--- src/rtl/status_flag_pkg.sv ---
package status_flag_pkg;
  localparam int unsigned STAT_W = 8;

  // Bit positions decoded by software
  localparam int unsigned B_XTAL_OK  = 7;
  localparam int unsigned B_CMP      = 6;
  localparam int unsigned B_IOSC_OK  = 5;
  localparam int unsigned B_AUTODET  = 4;
  localparam int unsigned B_CLK_BAD  = 3;
  localparam int unsigned B_SENSE    = 1;
  localparam int unsigned B_LOCK     = 0;

  localparam logic [STAT_W-1:0] STAT_RESET = 8'h28;
  // Only these bits respond to a written 1
  localparam logic [STAT_W-1:0] WR1_MASK   = 8'h28;
endpackage

--- src/rtl/sync_ff.sv ---
module sync_ff #(
  parameter int unsigned STAGES = 2
) (
  input  logic clk,
  input  logic rst,
  input  logic d,
  output logic q
);
  logic [STAGES-1:0] sr;

  generate
    for (genvar i = 0; i < STAGES; i++) begin : g_stage
      if (i == 0) begin : g_first
        always_ff @(posedge clk) begin
          if (rst) sr[0] <= 1'b0;
          else     sr[0] <= d;
        end
      end else begin : g_next
        always_ff @(posedge clk) begin
          if (rst) sr[i] <= 1'b0;
          else     sr[i] <= sr[i-1];
        end
      end
    end
  endgenerate

  assign q = sr[STAGES-1];
endmodule

--- src/rtl/xtal_qualifier.sv ---
module xtal_qualifier #(
  parameter int unsigned CYCLES = 1024
) (
  input  logic clk,
  input  logic rst,
  input  logic xtal_s,
  output logic stable
);
  localparam int unsigned CW = (CYCLES > 1) ? $clog2(CYCLES) : 1;
  localparam logic [CW-1:0] LAST = CW'(CYCLES - 1);

  logic          prev_q;
  logic [CW-1:0] cnt_q;
  logic          rise;

  assign rise = xtal_s & ~prev_q;

  always_ff @(posedge clk) begin
    if (rst) begin
      prev_q <= 1'b0;
      cnt_q  <= '0;
      stable <= 1'b0;
    end else begin
      prev_q <= xtal_s;
      if (rise && !stable) begin
        if (cnt_q == LAST) stable <= 1'b1;
        else               cnt_q  <= cnt_q + 1'b1;
      end
    end
  end
endmodule

--- src/rtl/activity_window.sv ---
module activity_window #(
  parameter int unsigned WINDOW = 32768
) (
  input  logic clk,
  input  logic rst,
  input  logic sense_s,
  input  logic tick,
  output logic active
);
  localparam int unsigned AW = (WINDOW > 1) ? $clog2(WINDOW) : 1;
  localparam logic [AW-1:0] LAST = AW'(WINDOW - 1);

  logic          prev_q;
  logic [AW-1:0] age_q;
  logic          edge_seen;

  assign edge_seen = sense_s ^ prev_q;

  always_ff @(posedge clk) begin
    if (rst) begin
      prev_q <= 1'b0;
      age_q  <= '0;
      active <= 1'b0;
    end else begin
      prev_q <= sense_s;
      if (edge_seen) begin
        active <= 1'b1;
        age_q  <= '0;
      end else if (tick && active) begin
        if (age_q == LAST) active <= 1'b0;
        else               age_q  <= age_q + 1'b1;
      end
    end
  end
endmodule

--- src/rtl/status_flag_reg.sv ---
module status_flag_reg
  import status_flag_pkg::*;
#(
  parameter int unsigned          ADDR_W      = 8,
  parameter logic [ADDR_W-1:0]    REG_ADDR    = 8'h32,
  parameter int unsigned          XTAL_CYCLES = 1024,
  parameter int unsigned          WINDOW      = 32768,
  parameter int unsigned          SYNC_STAGES = 2
) (
  input  logic              clk,
  input  logic              rst,
  input  logic [ADDR_W-1:0] addr,
  input  logic              wr_en,
  input  logic [7:0]        wr_data,
  output logic [7:0]        rd_data,
  input  logic              xtal_clk,
  input  logic              force_int_osc,
  input  logic              ref_tick,
  input  logic              sense_in,
  input  logic              osc_uv_evt,
  input  logic              vdd_ok,
  input  logic              vbak_ok,
  input  logic              cmp_in,
  input  logic              lock_in,
  input  logic              ss_en,
  input  logic              autodet_in
);
  logic              xtal_s, sense_s;
  logic              xtal_stable, xtal_stable_d;
  logic              sense_act;
  logic              hit;
  logic [STAT_W-1:0] wr1;
  logic [STAT_W-1:0] status_q;
  logic              iosc_clr, clk_bad_set;

  sync_ff #(.STAGES(SYNC_STAGES)) u_sync_xtal (
    .clk(clk), .rst(rst), .d(xtal_clk), .q(xtal_s)
  );

  sync_ff #(.STAGES(SYNC_STAGES)) u_sync_sense (
    .clk(clk), .rst(rst), .d(sense_in), .q(sense_s)
  );

  xtal_qualifier #(.CYCLES(XTAL_CYCLES)) u_xtal_q (
    .clk(clk), .rst(rst), .xtal_s(xtal_s), .stable(xtal_stable)
  );

  activity_window #(.WINDOW(WINDOW)) u_act (
    .clk(clk), .rst(rst), .sense_s(sense_s), .tick(ref_tick), .active(sense_act)
  );

  assign hit         = (addr == REG_ADDR);
  assign wr1         = (wr_en && hit) ? (wr_data & WR1_MASK) : '0;
  assign iosc_clr    = osc_uv_evt | (xtal_stable & ~xtal_stable_d);
  assign clk_bad_set = ~vdd_ok & ~vbak_ok;

  always_ff @(posedge clk) begin
    if (rst) begin
      status_q      <= STAT_RESET;
      xtal_stable_d <= 1'b0;
    end else begin
      xtal_stable_d        <= xtal_stable;
      status_q[B_XTAL_OK]  <= xtal_stable & ~force_int_osc;
      status_q[B_CMP]      <= cmp_in;
      status_q[B_AUTODET]  <= autodet_in;
      status_q[2]          <= 1'b0;
      status_q[B_SENSE]    <= sense_act;
      status_q[B_LOCK]     <= lock_in & ~ss_en;
      // Sticky accuracy flag: events clear it, a written 1 restores it
      if (iosc_clr)             status_q[B_IOSC_OK] <= 1'b0;
      else if (wr1[B_IOSC_OK])  status_q[B_IOSC_OK] <= 1'b1;
      // Sticky fault flag: supply loss sets it, a written 1 clears it
      if (clk_bad_set)          status_q[B_CLK_BAD] <= 1'b1;
      else if (wr1[B_CLK_BAD])  status_q[B_CLK_BAD] <= 1'b0;
    end
  end

  always_ff @(posedge clk) begin
    if (rst) rd_data <= '0;
    else     rd_data <= hit ? status_q : '0;
  end
endmodule

--- config.mk ---
export PLATFORM = sky130hd
export DESIGN_NAME = status_flag_reg
export DESIGN_NICKNAME = d
export VERILOG_FILES = /design/src/rtl/status_flag_pkg.sv /design/src/rtl/sync_ff.sv /design/src/rtl/xtal_qualifier.sv /design/src/rtl/activity_window.sv /design/src/rtl/status_flag_reg.sv
export SDC_FILE = /design/constraint.sdc
export NUM_CORES = 1
export LEC_CHECK = 0
export BUFFER_PORTS_ARGS = -buffer_cell sky130_fd_sc_hd__buf_2
export CAP_MARGIN = 20
export CORE_ASPECT_RATIO = 1.75
export CORE_MARGIN = 2
export CORE_UTILIZATION = 35
export DETAILED_ROUTE_END_ITERATION = 10
export SYNTH_ARGS = -nofsm -noshare
export SYNTH_HDL_FRONTEND = slang
export SYNTH_SLANG_ARGS = --single-unit
--- constraint.sdc ---
create_clock -name clk -period 1.5 [get_ports clk]
set_input_delay 0.075 -clock clk [delete_from_list [all_inputs] [get_ports clk]]
set_output_delay 0.075 -clock clk [all_outputs]
set_load 0.005 [all_outputs]
==> qor.csv, run 1 <==
stage,metric,value,unit
critical_path,critical path peak fanout,4,
sta,max frequency,616.7,MHz
outcome,status,"finished, violations left",
grt,initial antenna violation count,0,
critical_path,WP data arrival,1.85,ns
detailed_routing,DRC,0,
detailed_routing,Routed met3 length,98,um
clocking,CTS clock-pin slew for the worst setup and hold paths,0.09,ns
synthesis,syn avg cell area,9.303,sq um
worst_hold_path,worst hold-check path type,in2reg,
detailed_routing,Met2 Wirelength,2450,um
floorplan,Core Area,5299,sq um
clocking,# H-tree levels,2,
cells_and_area,ANT cells,0,
cells_and_area,layout net count,323,
synthesis,mux cell area share after synthesis,0.01094,
synthesis,most frequent cell after synthesis,dfxtp_1,
clocking,CTS Sinks,48,
power,post-layout total power,2253,uW
critical_path,RR Endpoint,u_act.age_q[3],
floorplan,Rows,35,
critical_path,Startpoint Class,flop,
detailed_routing,Detail Route Antenna Nets,0,
floorplan,DIE WIDTH,60.34,um
clocking,number of clock buffers inserted by TritonCTS,5,
power,Max rail drop VDD,0.4602,mV
sta,unrepaired setup endpoints after global routing,yes,
placement,post-DP HPWL,3213,um
cells_and_area,Layout area overhead,44.85,%
cells_and_area,cell area after layout,2816,sq um
floorplan,Ports,38,
floorplan,die height,102.6,um
grt,largest net degree at the start of global routing,16,
power,Net Sw Frac,0.2258,
grt,Overall Global Routing Usage,0.1605,
sta,final setup fails,10,
power,Power Density,799.8,nW/um^2
power,Int Pwr,1744,uW
synthesis,Seq cells post-synth,48,
detailed_routing,DR vias/cell,4.934,
worst_hold_path,Hold Crit Depth,2,
synthesis,sequential fraction of the synthesis area,0.4942,
synthesis,Synth Net Count,241,
flow_run,max_cap viols,0,
detailed_routing,max layer used,met4,
clocking,Root Driver,clkbuf_8,
detailed_routing,final WL,4466,um
detailed_routing,WL/cell,12.20,um
synthesis,Commonest cells post-synth,"48 x dfxtp_1, 16 x a21oi_1, 16 x or3_1",
sta,Period minus WS final,1.621,ns
synthesis,Syn Inst Count,209,
floorplan,Initial Utilization,0.3669,
synthesis,Synth area leaders,"dfxtp_1 49%, or3_1 5.1%, nor2b_1 4.2%",
grt,first-pass GRT wire length,7452,um
detailed_routing,Initial DRC Count,38,
sta,Worst Slack Setup Final,-0.1214,ns
detailed_routing,1st-pass router iterations,4,
clocking,CTS tree,yes,
power,Psw,508.6,uW
grt,vias in the first global route,1760,
synthesis,Post-synth EDFFs,0,
grt,grt ovf,0,
power,Logic pwr share,0.064,
synthesis,Synth cell types,40,
detailed_routing,via count,1806,
critical_path,r2r startpoint,u_act.age_q[0],
critical_path,required time of the critical path,1.73,ns
synthesis,Synth Area in Compound Gates,0.1396,
synthesis,leading area contributor after synthesis,dfxtp_1,
synthesis,Async SR Flop Fraction,0,
synthesis,Syn. warnings,0,
placement,placer congestion estimate,0.8002,
power,Lkg Pwr,0.001147,uW
clocking,clk_lat worst skew,0.30,ns
clocking,clk buf depth,2,
worst_hold_path,sink of the worst hold path,status_q[0],
synthesis,xor/xnor share of the synthesized area,0.01351,
power,Clock power frac,0.360,
sta,Final Hold Vio Count,0,
outcome,failing checks,negative setup slack,
synthesis,share of the synthesized area in the top cell type,0.4942,
synthesis,Simple-Gate Fraction of Synth Area,0.3069,
synthesis,Post-synth top flop,dfxtp_1,
cells_and_area,fill count,501,
sta,Worst Skew,0.007553,ns
critical_path,R2R cell count,7,
sta,Setup Total Neg Slack,-0.5925,ns
sta,"Slew Viols, Final",0,
synthesis,area share of fa/ha/maj cells after synthesis,0.01287,
critical_path,worst reg2reg setup slack,-0.12,ns
placement,IO Port Bufs,30,
power,Flop pwr share,0.576,
placement,Setup WS pre-CTS,-0.09816,ns
critical_path,critical path class,reg2reg,
sta,Final period util,1.081,
synthesis,Mapped Area,1944,sq um
critical_path,Critical Path End Type,flop,
synthesis,largest family of logic cells by synthesized area,simple AND/OR/NAND/NOR gates,
cells_and_area,layout cell share with drive strength beyond 1,0.4144,
floorplan,Die ar.,6191,sq um
worst_hold_path,HP Start,lock_in,
placement,dpl cell area,2500,sq um
detailed_routing,Metal-1 WL,1705,um
what timing repair did:
item	in CTS	in global routing
setup buffers	2	2
pin swaps	12	15
gates resized for setup	16	20
cloned	0	0
endpoints found under the setup margin	16	24
endpoints found under the hold margin	7	0
hold buffers	7	0
how the worst max path moves through the flow:
stage	endpoint	slack, ns	cells past startpoint	startpoint
after floorplan	u_act.age_q[10]	-0.02	4	u_act.age_q[5]
after global placement	u_act.age_q[4]	-0.09	5	u_act.age_q[9]
after detailed placement	u_act.age_q[4]	-0.1	5	u_act.age_q[9]
after CTS	u_act.age_q[3]	-0.09	8	u_act.age_q[0]
after global routing	u_act.age_q[3]	-0.19	7	u_act.age_q[0]
final	u_act.age_q[3]	-0.12	7	u_act.age_q[0]
critical path: stages, from the launching register on:
cell,delay [ns]
dfxtp_4,0.37
ha_4,0.17
nand3_4,0.09
buf_6,0.11
nor4_4,0.04
buf_4,0.16
or4_4,0.48
a21oi_2,0.15
cell families (layout without fill, tap and decap cells):
family	Yosys count	count (layout)
buffers and inverters	9	92
muxes	2	2
xor gates and xnor gates	3	3
DFF	48	48
other	1	1
adders and majority gates	2	2
AOI/OAI and AO/OA	45	45
and+or+nand+nor	99	99
power groups by stage:
stage / registers [uW] / logic [uW] / clock network, uW
2_1_floorplan: 1330 / 53.3 / 0
3_3_place_gp: 1330 / 122 / 0
3_5_place_dp: 1330 / 123 / 0
4_1_cts: 1300 / 140 / 848
5_1_grt: 1300 / 162 / 878
6_report: 1300 / 144 / 810
cell usage in the layout, fill, tap and decap left out, drive strengths merged, types with 3 or more instances in the layout:
| master | Yosys | final |
|---|---|---|
| a21oi | 16 | 16 |
| and3 | 9 | 9 |
| buf | 2 | 74 |
| clkbuf | 4 | 6 |
| dfxtp | 48 | 48 |
| dlygate4sd3 | 0 | 7 |
| inv | 3 | 4 |
| nand2 | 14 | 14 |
| nand3 | 10 | 10 |
| nand4 | 7 | 7 |
| nor2 | 8 | 8 |
| nor2b | 13 | 13 |
| nor3 | 5 | 5 |
| nor4 | 3 | 3 |
| o211ai | 3 | 3 |
| o21ai | 12 | 12 |
| o31ai | 6 | 6 |
| or3 | 16 | 16 |
| or4 | 6 | 6 |
| xor2 | 3 | 3 |
registers in the layout, summed over array words and instances, names as in the netlist, 7 cells and up:
register,cells
rd_data,7
status_q,7
u_act.age_q,15
u_xtal_q.cnt_q,10
per-layer routing:
layer | vias to the layer above | track usage
met5 | - | 0
met4 | 0 | 0.1111
met3 | 18 | 0.02509
met2 | 24 | 0.2985
met1 | 836 | 0.1525
li1 | 928 | -
metrics by stage:
step	hold WS [ns]	utilization	instances
final	0.01884	0.5315	366
after global routing	0.01877	0.5315	366
after CTS	0.009928	0.5159	364
after detailed placement	0.2398	0.4718	347
after global placement	0.2375	0.4718	347
after floorplan	0.1466	-	209
final cells by class:
type	count	area [sq um]	area share
sequential	48	983.4	0.3492
clock inverter	2	13.76	0.004887
tap	74	92.59	0.03287
clock buffer	6	82.58	0.02932
multi-input combinational	152	1067	0.3789
inverter	3	11.26	0.003998
timing repair buffer	81	565.5	0.2008
Power figures use the tool's default switching activity.
==> run 2, diff against run 1 <==
CORE_ASPECT_RATIO = 2   (was 1.75)
==> run 2 against run 1 <==
Effect of this change: the run still ends with negative setup slack left; clock-buffer cell count decreased by 1; via count increased by 1.7%; clock skew increased by 0.0036 ns; clock power increased by 16%; first-iteration DRC count increased by 16%; non-clock buffer count increased by 3; hold slack improved by 0.0038 ns; total power increased by 5.7%; routed wire length increased by 8.8%; critical path type unchanged; critical endpoint is now u_act.age_q[10]; largest power group unchanged.
==> qor.csv, run 2 (synthesis results as in run 1) <==
stage,metric,value,unit,change
outcome,status,"finished, violations left",,
outcome,failing checks,negative setup slack,,
grt,met1 Usage GRT,0.1526,,about the same
cells_and_area,max FFs per register,15,,unchanged
power,Max rail drop VDD,0.7220,mV,+57%
grt,GRT busiest layer,met2,,
floorplan,Rows,38,,+8.6%
critical_path,Crit path max-delay family,simple AND/OR/NAND/NOR gates,,
flow_run,max_cap viols,0,,unchanged
critical_path,critical path peak fanout,6,,+2
floorplan,die height,109.4,um,+6.6%
sta,Worst Skew,0.01112,ns,+0.003566 ns
detailed_routing,DR vias/cell,5.175,,+4.9%
critical_path,"Top cell by count, worst path",or4_4,,
cells_and_area,ANT cells,0,,unchanged
clocking,clk_lat worst skew,0.30,ns,about the same
cells_and_area,"commonest cells after routing, fill and taps aside","41 x buf_4, 30 x buf_2, 28 x dfxtp_1, 18 x dfxtp_2, 13 x nor2b_1",,
worst_hold_path,worst hold-check path type,in2reg,,
floorplan,Die ar.,6204,sq um,+0.21%
floorplan,DIE WIDTH,56.71,um,-6.0%
clocking,number of clock buffers inserted by TritonCTS,5,,unchanged
critical_path,Levels on crit path,4,,-3
cells_and_area,"commonest non-fill, non-tap cell in the layout",buf_4,,
clocking,CTS tree,yes,,
floorplan,Initial Utilization,0.3619,,-0.005042
clocking,clk buf depth,2,,unchanged
placement,post-DP HPWL,3459,um,+7.7%
critical_path,Critical Path End Type,flop,,
sta,Worst Slack Setup Final,-0.1046,ns,+0.01678 ns
sta,"Slew Viols, Final",0,,unchanged
grt,grt ovf,0,,unchanged
worst_hold_path,HP Start,lock_in,,
grt,largest net degree at the start of global routing,25,,+9
placement,IO Port Bufs,30,,unchanged
detailed_routing,final WL,4857,um,+8.8%
critical_path,R2R cell count,4,,-3
critical_path,RR Endpoint,u_act.age_q[10],,
grt,initial antenna violation count,0,,unchanged
cells_and_area,Largest regs,"u_act.age_q: 15 flops, u_xtal_q.cnt_q: 10 flops",,
clocking,# H-tree levels,2,,unchanged
floorplan,Ports,38,,unchanged
detailed_routing,WL/cell,13.68,um,+12%
grt,vias in the first global route,1871,,+6.3%
placement,dpl cell area,2467,sq um,-1.3%
critical_path,"Max stage delay cell, worst path",or4_4,,
critical_path,r2r startpoint,u_act.age_q[6],,
grt,met2 Usage GRT,0.3289,,+0.03041
worst_hold_path,Hold Crit Depth,2,,unchanged
sta,Setup Total Neg Slack,-0.5613,ns,+0.03121 ns
critical_path,critical path's largest stage delay,0.55,ns,+0.07 ns
critical_path,Startpoint Class,flop,,
critical_path,critical path class,reg2reg,,
sta,Final period util,1.070,,-0.01119
cells_and_area,layout net count,326,,+0.93%
cells_and_area,Top reg by flops,u_act.age_q,,
placement,placer congestion estimate,0.7899,,-1.3%
critical_path,worst reg2reg setup slack,-0.10,ns,+0.02 ns
critical_path,required time of the critical path,1.75,ns,+0.02 ns
worst_hold_path,sink of the worst hold path,status_q[0],,
clocking,CTS clock-pin slew for the worst setup and hold paths,0.09,ns,about the same
detailed_routing,DRC,0,,unchanged
critical_path,CP bufs+invs,0,,-2
power,Lkg Pwr,0.001223,uW,+6.6%
critical_path,WP data arrival,1.85,ns,about the same
floorplan,Core Area,5373,sq um,+1.4%
power,Power Density,808.5,nW/um^2,+1.1%
sta,final setup fails,12,,+2
sta,max frequency,623.2,MHz,+1.0%
sta,Final Hold Vio Count,0,,unchanged
cells_and_area,fill count,491,,-2.0%
critical_path,worst-path cell chain,nand4_4 -> or4_4 -> or4_4 -> nand2_1,,
sta,unrepaired setup endpoints after global routing,yes,,
cells_and_area,Layout area overhead,51.42,%,
detailed_routing,Detail Route Antenna Nets,0,,unchanged
cells_and_area,layout cell share with drive strength beyond 1,0.4847,,+0.07036
detailed_routing,via count,1837,,+1.7%
clocking,Root Driver,clkbuf_8,,
grt,first-pass GRT wire length,8004,um,+7.4%
sta,Period minus WS final,1.605,ns,-0.01678 ns
detailed_routing,Initial DRC Count,44,,+16%
cells_and_area,cell area after layout,2944,sq um,+4.5%
grt,Overall Global Routing Usage,0.1651,,+0.004628
grt,met3 Use GR,0.03176,,+0.006671
cells_and_area,Final Util,0.5480,,+0.01645
detailed_routing,1st-pass router iterations,4,,unchanged
clocking,CTS Sinks,48,,unchanged
-- run 2: what timing repair did --
action / in CTS / in global routing
pin swaps: 21 / 20
hold buffers: 7 / 0
hold endpoints to repair: 7 / 0
endpoints found under the setup margin: 18 / 23
buffers inserted: 6 / 4
gates resized for setup: 25 / 40
-- run 2: where the power goes --
part | internal, uW | switching [uW] | total (uW)
Clock | 502 | 436 | 938
Combinational | 76.2 | 67.0 | 143
Sequential | 1290 | 9.19 | 1300
-- run 2: cell type report --
cell class	count	area (sq um)	share of cell area
clock inverters	3	46.29	0.01572
well taps	60	75.07	0.02550
flip-flops and latches	48	991.0	0.3366
multi-input cells	152	1156	0.3927
inverters	3	11.26	0.003825
clock buffers	5	68.82	0.02337
repair buffers	84	595.6	0.2023
-- run 2: metal layers --
metal  vias to the layer above  part of all wire
met4                         0             0.025
met5                         -                 0
met3                         8             0.018
met1                       867              0.37
li1                        943                 -
met2                        19              0.58
-- run 2: worst max path at each step --
| stage | from | end | slack, ns |
|---|---|---|---|
| floorplan | u_act.age_q[5] | u_act.age_q[10] | -0.02 |
| global placement | u_act.age_q[0] | u_act.age_q[5] | -0.15 |
| detailed placement | u_act.age_q[0] | u_act.age_q[3] | -0.13 |
| CTS | u_act.age_q[0] | u_act.age_q[3] | -0.12 |
| global route | u_act.age_q[6] | u_act.age_q[10] | -0.15 |
| finish | u_act.age_q[6] | u_act.age_q[10] | -0.10 |
-- run 2: worst register-to-register path, delay by kind of cell, from the launching register on --
kind	cells	cell delay, ns
flip-flops	1	0.37
AND/OR/NAND/NOR	4	1.19
-- run 2: per-stage QoR --
stage | worst slack [ns] | instances | total power [uW] | hold slack (ns)
finish | -0.1046 | 355 | 2380 | 0.02264
global route | -0.1520 | 355 | 2474 | 0.01943
CTS | -0.1231 | 351 | 2405 | 0.01279
detailed placement | -0.1294 | 331 | 1450 | 0.2396
global placement | -0.1480 | 331 | 1448 | 0.2390
floorplan | -0.01561 | 209 | 1383 | 0.1466
